===== config.mk =====
export PLATFORM = sky130hd
export DESIGN_NAME = frame_tx
export DESIGN_NICKNAME = d
export VERILOG_FILES = /design/src/rtl/frame_pkg.sv /design/src/rtl/crc16_acc.sv /design/src/rtl/bit_shifter.sv /design/src/rtl/frame_seq.sv /design/src/rtl/frame_tx.sv
export SDC_FILE = /design/constraint.sdc
export NUM_CORES = 1
export LEC_CHECK = 0
export ABC_AREA = 1
export CAP_MARGIN = 20
export CORE_ASPECT_RATIO = 1.75
export CORE_MARGIN = 3
export CORE_UTILIZATION = 40
export CTS_CLUSTER_DIAMETER = 120
export CTS_CLUSTER_SIZE = 8
export DETAILED_ROUTE_END_ITERATION = 12
export PLACE_DENSITY = 0.68
export SLEW_MARGIN = 10
export SYNTH_ARGS = -nofsm -noshare
export SYNTH_HDL_FRONTEND = slang
export SYNTH_SLANG_ARGS = --single-unit
export TNS_END_PERCENT = 20

===== constraint.sdc =====
create_clock -name clk -period 2.9 [get_ports clk]
set_input_delay 0.87 -clock clk [delete_from_list [all_inputs] [get_ports clk]]
set_output_delay 0.87 -clock clk [all_outputs]
set_load 0.02 [all_outputs]

===== src/rtl/frame_pkg.sv =====
package frame_pkg;
  localparam int LEN_W = 16;
  localparam logic [31:0] SYNC_WORD = 32'hAAAA5555;
  localparam logic [3:0]  TYPE_SOF  = 4'h1;
  localparam logic [3:0]  TYPE_DAT  = 4'h3;
  localparam logic [15:0] CRC_INIT  = 16'hFFFF;
  localparam logic [15:0] CRC_POLY  = 16'h1021;

  typedef enum logic [3:0] {
    ST_IDLE, ST_SYNC, ST_SPID, ST_ADDR, ST_LEN,
    ST_SCRC, ST_DPID, ST_PAY, ST_DCRC, ST_DONE
  } fstate_t;

  // identifier byte: type nibble, then its complement
  function automatic logic [7:0] pid_byte(input logic [3:0] t);
    return {t, ~t};
  endfunction

  // byte i of a 32-bit word, i = 0 is the most significant
  function automatic logic [7:0] byte_of(input logic [31:0] w, input logic [1:0] i);
    case (i)
      2'd0:    return w[31:24];
      2'd1:    return w[23:16];
      2'd2:    return w[15:8];
      default: return w[7:0];
    endcase
  endfunction

  // CRC-16, polynomial 0x1021, one byte MSB first
  function automatic logic [15:0] crc16_step(input logic [15:0] c, input logic [7:0] b);
    logic [15:0] r;
    r = c ^ {b, 8'h00};
    for (int k = 0; k < 8; k++)
      r = r[15] ? ((r << 1) ^ CRC_POLY) : (r << 1);
    return r;
  endfunction
endpackage


===== src/rtl/crc16_acc.sv =====
module crc16_acc
  import frame_pkg::*;
(
  input  logic        clk,
  input  logic        rst_n,
  input  logic        clr,
  input  logic        en,
  input  logic [7:0]  din,
  output logic [15:0] crc
);
  always_ff @(posedge clk) begin
    if (!rst_n)   crc <= CRC_INIT;
    else if (clr) crc <= CRC_INIT;
    else if (en)  crc <= crc16_step(crc, din);
  end

  // a restart always yields the initial value
  crc_restart_chk: assert property (@(posedge clk) disable iff (!rst_n)
    clr |=> (crc == CRC_INIT));
endmodule


===== src/rtl/bit_shifter.sv =====
module bit_shifter (
  input  logic       clk,
  input  logic       rst_n,
  input  logic       load,
  input  logic [7:0] din,
  output logic       need,
  output logic       ser_bit,
  output logic       ser_valid
);
  logic [7:0] sh;
  logic [2:0] bit_cnt;
  logic       active;

  assign need      = !active || (bit_cnt == 3'd7);
  assign ser_bit   = sh[7];
  assign ser_valid = active;

  always_ff @(posedge clk) begin
    if (!rst_n) begin
      sh      <= 8'h00;
      bit_cnt <= 3'd0;
      active  <= 1'b0;
    end else if (load) begin
      sh      <= din;
      bit_cnt <= 3'd0;
      active  <= 1'b1;
    end else if (need) begin
      active  <= 1'b0;
    end else begin
      sh      <= {sh[6:0], 1'b0};
      bit_cnt <= bit_cnt + 3'd1;
    end
  end

  // a byte in flight is never cut short
  byte_whole_chk: assert property (@(posedge clk) disable iff (!rst_n)
    (active && bit_cnt != 3'd7) |=> active);
endmodule


===== src/rtl/frame_seq.sv =====
module frame_seq
  import frame_pkg::*;
#(
  parameter int AW = 8
)(
  input  logic             clk,
  input  logic             rst_n,
  input  logic             start,
  input  logic [31:0]      frame_addr,
  input  logic [LEN_W-1:0] frame_len,
  input  logic [7:0]       ram_rdata,
  input  logic [15:0]      crc,
  input  logic             need,
  output logic             take,
  output logic [7:0]       byte_out,
  output logic [AW-1:0]    ram_addr,
  output logic             crc_clr,
  output logic             crc_en,
  output logic             busy,
  output logic             done
);
  fstate_t          state;
  logic [LEN_W-1:0] cnt;
  logic [31:0]      addr_q;
  logic [LEN_W-1:0] len_q;
  logic             byte_avail;

  assign ram_addr   = cnt[AW-1:0];
  assign busy       = (state != ST_IDLE);
  assign byte_avail = (state != ST_IDLE) && (state != ST_DONE);
  assign take       = need && byte_avail;
  assign crc_clr    = take && (state == ST_SPID || state == ST_DPID);
  assign crc_en     = take && (state == ST_ADDR || state == ST_LEN || state == ST_PAY);

  always_comb begin
    case (state)
      ST_SYNC:          byte_out = byte_of(SYNC_WORD, cnt[1:0]);
      ST_SPID:          byte_out = pid_byte(TYPE_SOF);
      ST_ADDR:          byte_out = byte_of(addr_q, cnt[1:0]);
      ST_LEN:           byte_out = byte_of({len_q, 16'h0000}, cnt[1:0]);
      ST_DPID:          byte_out = pid_byte(TYPE_DAT);
      ST_PAY:           byte_out = ram_rdata;
      ST_SCRC, ST_DCRC: byte_out = cnt[0] ? crc[7:0] : crc[15:8];
      default:          byte_out = 8'h00;
    endcase
  end

  always_ff @(posedge clk) begin
    if (!rst_n) begin
      state  <= ST_IDLE;
      cnt    <= '0;
      addr_q <= '0;
      len_q  <= '0;
      done   <= 1'b0;
    end else begin
      done <= 1'b0;
      if (state == ST_IDLE) begin
        if (start) begin
          state  <= ST_SYNC;
          cnt    <= '0;
          addr_q <= frame_addr;
          len_q  <= frame_len;
        end
      end else if (state == ST_DONE) begin
        if (need) begin
          state <= ST_IDLE;
          done  <= 1'b1;
        end
      end else if (take) begin
        cnt <= cnt + 1'b1;
        case (state)
          ST_SYNC: if (cnt == 3) begin state <= ST_SPID; cnt <= '0; end
          ST_SPID: begin state <= ST_ADDR; cnt <= '0; end
          ST_ADDR: if (cnt == 3) begin state <= ST_LEN; cnt <= '0; end
          ST_LEN:  if (cnt == 1) begin state <= ST_SCRC; cnt <= '0; end
          ST_SCRC: if (cnt == 1) begin state <= ST_DPID; cnt <= '0; end
          ST_DPID: begin state <= (len_q == '0) ? ST_DCRC : ST_PAY; cnt <= '0; end
          ST_PAY:  if (cnt == len_q - 1'b1) begin state <= ST_DCRC; cnt <= '0; end
          ST_DCRC: if (cnt == 1) begin state <= ST_DONE; cnt <= '0; end
          default: state <= ST_IDLE;
        endcase
      end
    end
  end


  pid_check_nibble_chk: assert property (@(posedge clk) disable iff (!rst_n)
    (state == ST_SPID || state == ST_DPID) |-> (byte_out[3:0] == ~byte_out[7:4]));

  pay_in_range_chk: assert property (@(posedge clk) disable iff (!rst_n)
    (state == ST_PAY) |-> (cnt < len_q));

  fields_held_chk: assert property (@(posedge clk) disable iff (!rst_n)
    (busy && $past(busy)) |-> ($stable(addr_q) && $stable(len_q)));
endmodule


===== src/rtl/frame_tx.sv =====
module frame_tx
  import frame_pkg::*;
#(
  parameter int AW = 8
)(
  input  logic             clk,
  input  logic             rst_n,
  input  logic             start,
  input  logic [31:0]      frame_addr,
  input  logic [LEN_W-1:0] frame_len,
  output logic [AW-1:0]    ram_addr,
  input  logic [7:0]       ram_rdata,
  output logic             ser_bit,
  output logic             ser_valid,
  output logic             busy,
  output logic             done
);
  logic        need, take, crc_clr, crc_en;
  logic [7:0]  byte_out;
  logic [15:0] crc;

  frame_seq #(.AW(AW)) seq_i (
    .clk(clk), .rst_n(rst_n), .start(start), .frame_addr(frame_addr),
    .frame_len(frame_len), .ram_rdata(ram_rdata), .crc(crc), .need(need),
    .take(take), .byte_out(byte_out), .ram_addr(ram_addr),
    .crc_clr(crc_clr), .crc_en(crc_en), .busy(busy), .done(done)
  );

  crc16_acc crc_i (
    .clk(clk), .rst_n(rst_n), .clr(crc_clr), .en(crc_en),
    .din(byte_out), .crc(crc)
  );

  bit_shifter shf_i (
    .clk(clk), .rst_n(rst_n), .load(take), .din(byte_out),
    .need(need), .ser_bit(ser_bit), .ser_valid(ser_valid)
  );


  start_takes_chk: assert property (@(posedge clk) disable iff (!rst_n)
    (start && !busy) |=> busy);

  valid_in_busy_chk: assert property (@(posedge clk) disable iff (!rst_n)
    ser_valid |-> busy);

  line_ends_done_chk: assert property (@(posedge clk) disable iff (!rst_n)
    $fell(ser_valid) |-> (done && !busy));

  done_pulse_chk: assert property (@(posedge clk) disable iff (!rst_n)
    done |=> !done);
endmodule


==> run_results.csv, run 1 <==
group,metric,value,unit
die,core_area,0.0144,mm^2
worst_setup_path,cp-start-kind,"flip-flop",
global_routing,gr-total-overflow,0,
cts,cts_tree,"done",
timing,hold_viol,0,
pwr,peakVddDrop,0.321,mV
synth,ys_seq_elements,97,
cells_and_area,final_cells,1153,
timing,maxSlewHeadroom,60.7,%
die,dieArea,0.0163,mm^2
synth,yosysTopAreaCell,"dfxtp_1",
cts,clk_pin_slew_worst_paths,0.08,ns
placed_design,place_inst,1137,
die,die_h,167,um
drt,drc,0,
die,io_pins,71,
drt,wl,18400,um
cts,holdBufCountCts,0,
synth,syn_area,0.00589,mm^2
synth,syn-num-nets,985,
cells_and_area,drive_above_1_share,8.32,%
cells_and_area,n_antenna_cell,0,
placed_design,place_hpwl,14300,um
worst_setup_path,critPathMaxFanout,7,
synth,synth-seq-area-share,33.0,%
timing,min_period,2.72,ns
synth,yosysTopAreaCellShare,33.0,%
drt,num_vias,6139,
synth,synthTopCellsByArea,"dfxtp_1 (33%), nand2_1 (17%), a21oi_1 (8.8%)",
global_routing,grt_usage,22.7,%
timing,fmax,367,MHz
timing,rsz0062_at_grt,"false",
die,initial_core_util,41.0,%
die,num_rows,58,
drt,route.antenna.remaining_nets,0,
cts,cts_resized,0,
synth,synth.avg_cell_area,6.41,um^2
cts,post_cts_buffers,0,
cts,h-tree-depth,3,
timing,finalSetupTns,0,ns
pwr,power_density,879,mW/mm^2
worst_hold_path,min_path_type,"flip-flop to flip-flop",
cells_and_area,area_growth,18.9,%
placed_design,port_buffers,70,
synth,synth_cell_types,39,
global_routing,grt_pass1_vias,5897,
cts,clock_sinks,97,
worst_setup_path,required,2.03,ns
cts,ctsLongestPathBuffers,2,
global_routing,antenna_found_initial,0,
cts,cts-root-buf,"clkbuf_16",
synth,netlist_instances,919,
timing,worst_pin_slew,0.590,ns
die,die_x,97.8,um
global_routing,grt_pass1_wl,29500,um
drt,drt-vias-per-instance,5.32,
timing,slew_violations,0,
outcome,outcome,"completed",
worst_setup_path,critPathKind,"flip-flop to primary output",
drt,post_drt_wl_per_cell,16.0,um
global_routing,grt_max_degree,66,
timing,setup_viol,0,
timing,skew,0.00787,ns
pwr,leakagePower,0.00289,uW
synth,ys.warnings.count,0,
worst_setup_path,end_kind,"primary output",
drt,dr.pass1.iters,5,
cts,clk_latency,0.35,ns
job,drv_cap,0,
timing,fin_crit_sh,93.9,%
cells_and_area,final_nets,1034,
placed_design,gp_congestion,0.988,
cts,numCtsBuffers,9,
worst_setup_path,arrival,1.85,ns
drt,drt-initial-drc-count,385,
-- cell usage after synthesis (all sizes together) --
master / instances
a31oi: 1
xnor2: 8
xor2: 9
a221oi: 3
clkbuf: 22
inv: 96
buf: 24
nand4: 7
o21bai: 2
clkinv: 1
o211ai: 18
ha: 7
nor3b: 2
a21oi: 104
o2111ai: 1
nor2: 76
nand2: 272
o311ai: 1
nand3b: 7
nor3: 12
o22ai: 11
nor4: 1
o21ai: 35
or2: 2
nand3: 100
dfxtp: 97
-- area by class of cell --
cell class              instances  area (um^2)
inverters                      97          364
repair buffers                 84          818
well taps                     180          225
multi-input cells             679         3350
clock buffers                   9          225
fillers                      1526         7360
clock inverters                 7         83.8
flip-flops and latches         97         1940
-- layer usage --
metal  vias up  share of wire [%]  global-route usage [%]
met1      2801                 37                    23.7
met3        71                2.8                    2.26
met4         0                6.9                    14.5
li1       3106                  -                       -
met2       161                 54                    42.5
met5         -                  0                       0
-- logic make-up after synthesis --
family,share of synthesized area [%]
and+or+nand+nor,36.0
AOI/OAI and AO/OA,16.5
buffers and inverters,10.3
DFF,33.0
xor gates and xnor gates,2.78
adders and majority gates,1.49
-- cell usage in the layout (no fill, tap or decap), types with 5 or more instances in the layout --
master | synthesis | final
nor3_2 | 5 | 5
xor2_1 | 7 | 7
nand4_1 | 7 | 7
nand3b_1 | 7 | 7
xnor2_1 | 8 | 8
o22ai_1 | 11 | 11
o21ai_0 | 30 | 30
a21oi_1 | 104 | 104
dfxtp_1 | 97 | 97
buf_4 | 10 | 13
clkbuf_16 | 0 | 9
nor3_1 | 7 | 7
nor2_2 | 11 | 11
nor2_1 | 62 | 62
o211ai_1 | 18 | 18
nand2_1 | 264 | 263
nand2_2 | 5 | 6
ha_1 | 7 | 6
nand3_1 | 99 | 99
inv_2 | 13 | 13
inv_1 | 83 | 83
clkdlybuf4s50_1 | 0 | 70
-- worst max-delay path, cell delays in order (launching register included) --
cell	delay [ns]
dfxtp_1	0.47
nor2_1	0.08
inv_2	0.16
nor2_2	0.05
inv_1	0.11
clkdlybuf4s50_1	0.62
-- metrics by stage --
| step | setup WS (ns) | util, % | hold slack, ns | cell area, um^2 | total power, uW |
|---|---|---|---|---|---|
| after floorplan | 0.581 | - | 0.430 | 5890 | 4060 |
| after global placement | 0.246 | 46.6 | 0.451 | 6700 | 4900 |
| after detailed placement | 0.210 | 46.6 | 0.454 | 6700 | 4920 |
| after CTS | 0.185 | 48.8 | 0.465 | 7010 | 6180 |
| after global routing | 0.0817 | 48.8 | 0.483 | 7010 | 6660 |
| final | 0.178 | 48.8 | 0.465 | 7010 | 6160 |
-- flip-flops by register name (all words and copies together), names as in the netlist --
| register | flops |
|---|---|
| crc_i.crc | 16 |
| shf_i.ser_valid | 1 |
| shf_i.bit_cnt | 3 |
| seq_i.cnt | 16 |
| seq_i.len_q | 16 |
| seq_i.addr_q | 32 |
| shf_i.sh | 8 |
| seq_i.state | 4 |
| seq_i.done | 1 |
-- path summary, 6_finish.rpt --
kind,startpoint,endpoint,slack [ns],cells after the start
hold reg to reg,seq_i.addr_q[19]$_SDFFE_PN0P_,seq_i.addr_q[19]$_SDFFE_PN0P_,0.47,2
hold / removal,seq_i.addr_q[19]$_SDFFE_PN0P_,seq_i.addr_q[19]$_SDFFE_PN0P_,0.47,2
setup reg to reg,seq_i.cnt[1]$_SDFFE_PN0P_,crc_i.crc[5]$_SDFFE_PP1P_,0.33,14
setup / recovery,seq_i.state[3]$_SDFFE_PN0P_,busy,0.18,5
-- power breakdown --
group / leakage, uW / internal (uW) / total (uW) / switching (uW)
Sequential: 0.000792 / 1600 / 1820 / 228
Combinational: 0.00195 / 1020 / 3080 / 2060
Clock: 0.000149 / 686 / 1250 / 565
No activity file was read; power rests on OpenSTA's default activity.
==> run 2, diff against run 1 <==
--- a/config.mk
+++ b/config.mk
@@ -13,6 +13,7 @@
 export CTS_CLUSTER_DIAMETER = 120
 export CTS_CLUSTER_SIZE = 8
 export DETAILED_ROUTE_END_ITERATION = 12
+export HOLD_SLACK_MARGIN = 0.15
 export PLACE_DENSITY = 0.68
 export SLEW_MARGIN = 10
 export SYNTH_ARGS = -nofsm -noshare
==> results of run 2 <==
Final layout, timing and power as in run 1 (identical DEF).
==> run 3, diff against run 2 <==
--- a/config.mk
+++ b/config.mk
@@ -7,14 +7,16 @@
 export LEC_CHECK = 0
 export ABC_AREA = 1
 export CAP_MARGIN = 20
+export CELL_PAD_IN_SITES_DETAIL_PLACEMENT = 2
+export CELL_PAD_IN_SITES_GLOBAL_PLACEMENT = 2
 export CORE_ASPECT_RATIO = 1.75
 export CORE_MARGIN = 3
-export CORE_UTILIZATION = 40
+export CORE_UTILIZATION = 31
 export CTS_CLUSTER_DIAMETER = 120
 export CTS_CLUSTER_SIZE = 8
 export DETAILED_ROUTE_END_ITERATION = 12
 export HOLD_SLACK_MARGIN = 0.15
-export PLACE_DENSITY = 0.68
+export PLACE_DENSITY = 0.89
 export SLEW_MARGIN = 10
 export SYNTH_ARGS = -nofsm -noshare
 export SYNTH_HDL_FRONTEND = slang
==> run 3 against run 2 <==
  * Register-to-register slack lost 0.09 ns
  * Clock skew up 0.0019 ns
  * Clock-buffer cell count rose by 3
  * Via count grew 5.9%
  * Critical endpoint unchanged
  * Largest power group unchanged
  * Highest routed layer unchanged
==> run_results.csv, run 3 (same netlist as run 1, synthesis figures left out) <==
group,metric,value,unit
outcome,outcome,"completed",
pwr,switching_share,48.2,%
cts,numCtsBuffers,9,
global_routing,grt_pass1_vias,7250,
cells_and_area,n_fill_cell,2317,
die,dieArea,0.0208,mm^2
cts,cts_resized,0,
cells_and_area,n_antenna_cell,0,
pwr,power_density,914,mW/mm^2
timing,whs,0.470,ns
cts,cts_tree,"done",
worst_setup_path,arrival,1.94,ns
worst_setup_path,cp-start-kind,"flip-flop",
die,die_x,110,um
cts,cts-root-buf,"clkbuf_16",
drt,route.antenna.remaining_nets,0,
global_routing,grt_usage,24.0,%
timing,skew,0.00978,ns
timing,min_period,2.81,ns
die,io_pins,71,
pwr,power,6480,uW
drt,wl,24200,um
pwr,p_clk_share,19.7,%
cts,holdBufCountCts,0,
timing,fmax,356,MHz
placed_design,place_hpwl,18800,um
cells_and_area,layout_commonest_cell,"nand2_1",
placed_design,port_buffers,70,
cells_and_area,final_nets,1035,
drt,drt-initial-drc-count,238,
timing,finalSetupTns,0,ns
global_routing,antenna_found_initial,0,
pwr,p_seq_share,28.5,%
die,initial_core_util,31.6,%
drt,dr.pass1.iters,4,
timing,fin_crit_sh,96.8,%
worst_setup_path,reg2reg_from,"seq_i.cnt[1]$_SDFFE_PN0P_",
worst_hold_path,min_from,"seq_i.addr_q[25]$_SDFFE_PN0P_",
drt,drc,0,
drt,top_layer_used,"met4",
timing,slew_violations,0,
drt,met1_length,8580,um
job,drv_cap,0,
worst_hold_path,min_path_type,"flip-flop to flip-flop",
cts,clk_latency,0.36,ns
global_routing,grt_max_degree,66,
drt,wl_met2,13500,um
cells_and_area,largest_reg_flops,32,
drt,num_vias,6499,
timing,hold_viol,0,
cts,clk_pin_slew_worst_paths,0.07,ns
cells_and_area,largest_register,"seq_i.addr_q",
timing,maxSlewHeadroom,29.7,%
pwr,p_int,3360,uW
timing,setup_viol,0,
cts,clock_sinks,97,
die,num_rows,66,
drt,dr_wl_met3,553,um
worst_setup_path,required,2.03,ns
drt,post_drt_wl_per_cell,20.0,um
pwr,peakVddDrop,0.322,mV
worst_setup_path,end_kind,"primary output",
pwr,p_switching,3120,uW
cells_and_area,mostFrequentLayoutCells,"nand2_1 (263), a21oi_1 (104), nand3_1 (99), dfxtp_1 (97), inv_1 (82)",
die,core_area,0.0187,mm^2
drt,drt-vias-per-instance,5.37,
timing,worst_pin_slew,1.05,ns
global_routing,gr-total-overflow,0,
placed_design,gp_congestion,0.932,
pwr,leakagePower,0.00289,uW
worst_setup_path,critPathMaxFanout,7,
cts,ctsLongestPathBuffers,2,
cells_and_area,drive_above_1_share,8.23,%
cts,h-tree-depth,3,
pwr,combPwrFrac,51.8,%
timing,rsz0062_at_grt,"false",
cts,post_cts_buffers,0,
die,die_h,188,um
worst_setup_path,critPathKind,"flip-flop to primary output",
worst_setup_path,crit_start,"seq_i.state[3]$_SDFFE_PN0P_",
cells_and_area,final_util,38.0,%
cells_and_area,area_growth,20.4,%
global_routing,grt_pass1_wl,38100,um
## run 3: changes by cell type in the layout (fill, tap and decap cells not counted), sizes merged
| cell | previous run | this run |
|---|---|---|
| buf | 14 | 15 |
| clkbuf | 9 | 12 |
| inv | 100 | 95 |
## run 3: metrics by stage
step                setup slack [ns]  instance area (um^2)  cells
global placement               0.289                  6780   1196
floorplan                      0.581                  5890    919
detailed placement             0.175                  6780   1196
finish                        0.0916                  7100   1210
CTS                           0.0501                  7080   1210
global route                 0.00219                  7100   1210
## run 3: cell type report
class | count | area [um^2] | share of cell area, %
tap | 238 | 298 | 4.20
clock buffer | 12 | 267 | 3.76
multi-input combinational | 679 | 3360 | 47.4
clock inverter | 2 | 37.5 | 0.529
inverter | 97 | 364 | 5.13
timing repair buffer | 85 | 826 | 11.6
sequential | 97 | 1940 | 27.4
## run 3: power groups by stage
stage / Sequential (uW) / Clock (uW) / Combinational (uW)
floorplan: 1780 / 0 / 2280
global placement: 1850 / 0 / 3170
detailed placement: 1870 / 0 / 3340
CTS: 1840 / 1310 / 3380
global route: 1880 / 1340 / 3760
finish: 1850 / 1280 / 3360
## run 3: metal layers
layer / GRT usage [%] / vias up
li1: - / 3094
met5: 0 / -
met1: 23.2 / 3211
met3: 2.88 / 67
met2: 45.9 / 127
met4: 15.1 / 0
## run 3: worst paths after layout
check / cells past startpoint / slack [ns] / endpoint
setup reg to reg: 14 / 0.24 / crc_i.crc[7]$_SDFFE_PP1P_
hold reg to reg: 2 / 0.47 / seq_i.addr_q[25]$_SDFFE_PN0P_
setup / recovery: 5 / 0.09 / busy
hold / removal: 2 / 0.47 / seq_i.addr_q[25]$_SDFFE_PN0P_
## run 3: critical path: stages, from the launching register on
cell and delay, ns:
dfxtp_1 0.48, nor2_1 0.09, inv_2 0.16, nor2_2 0.09, inv_1 0.13, clkdlybuf4s50_1 0.62
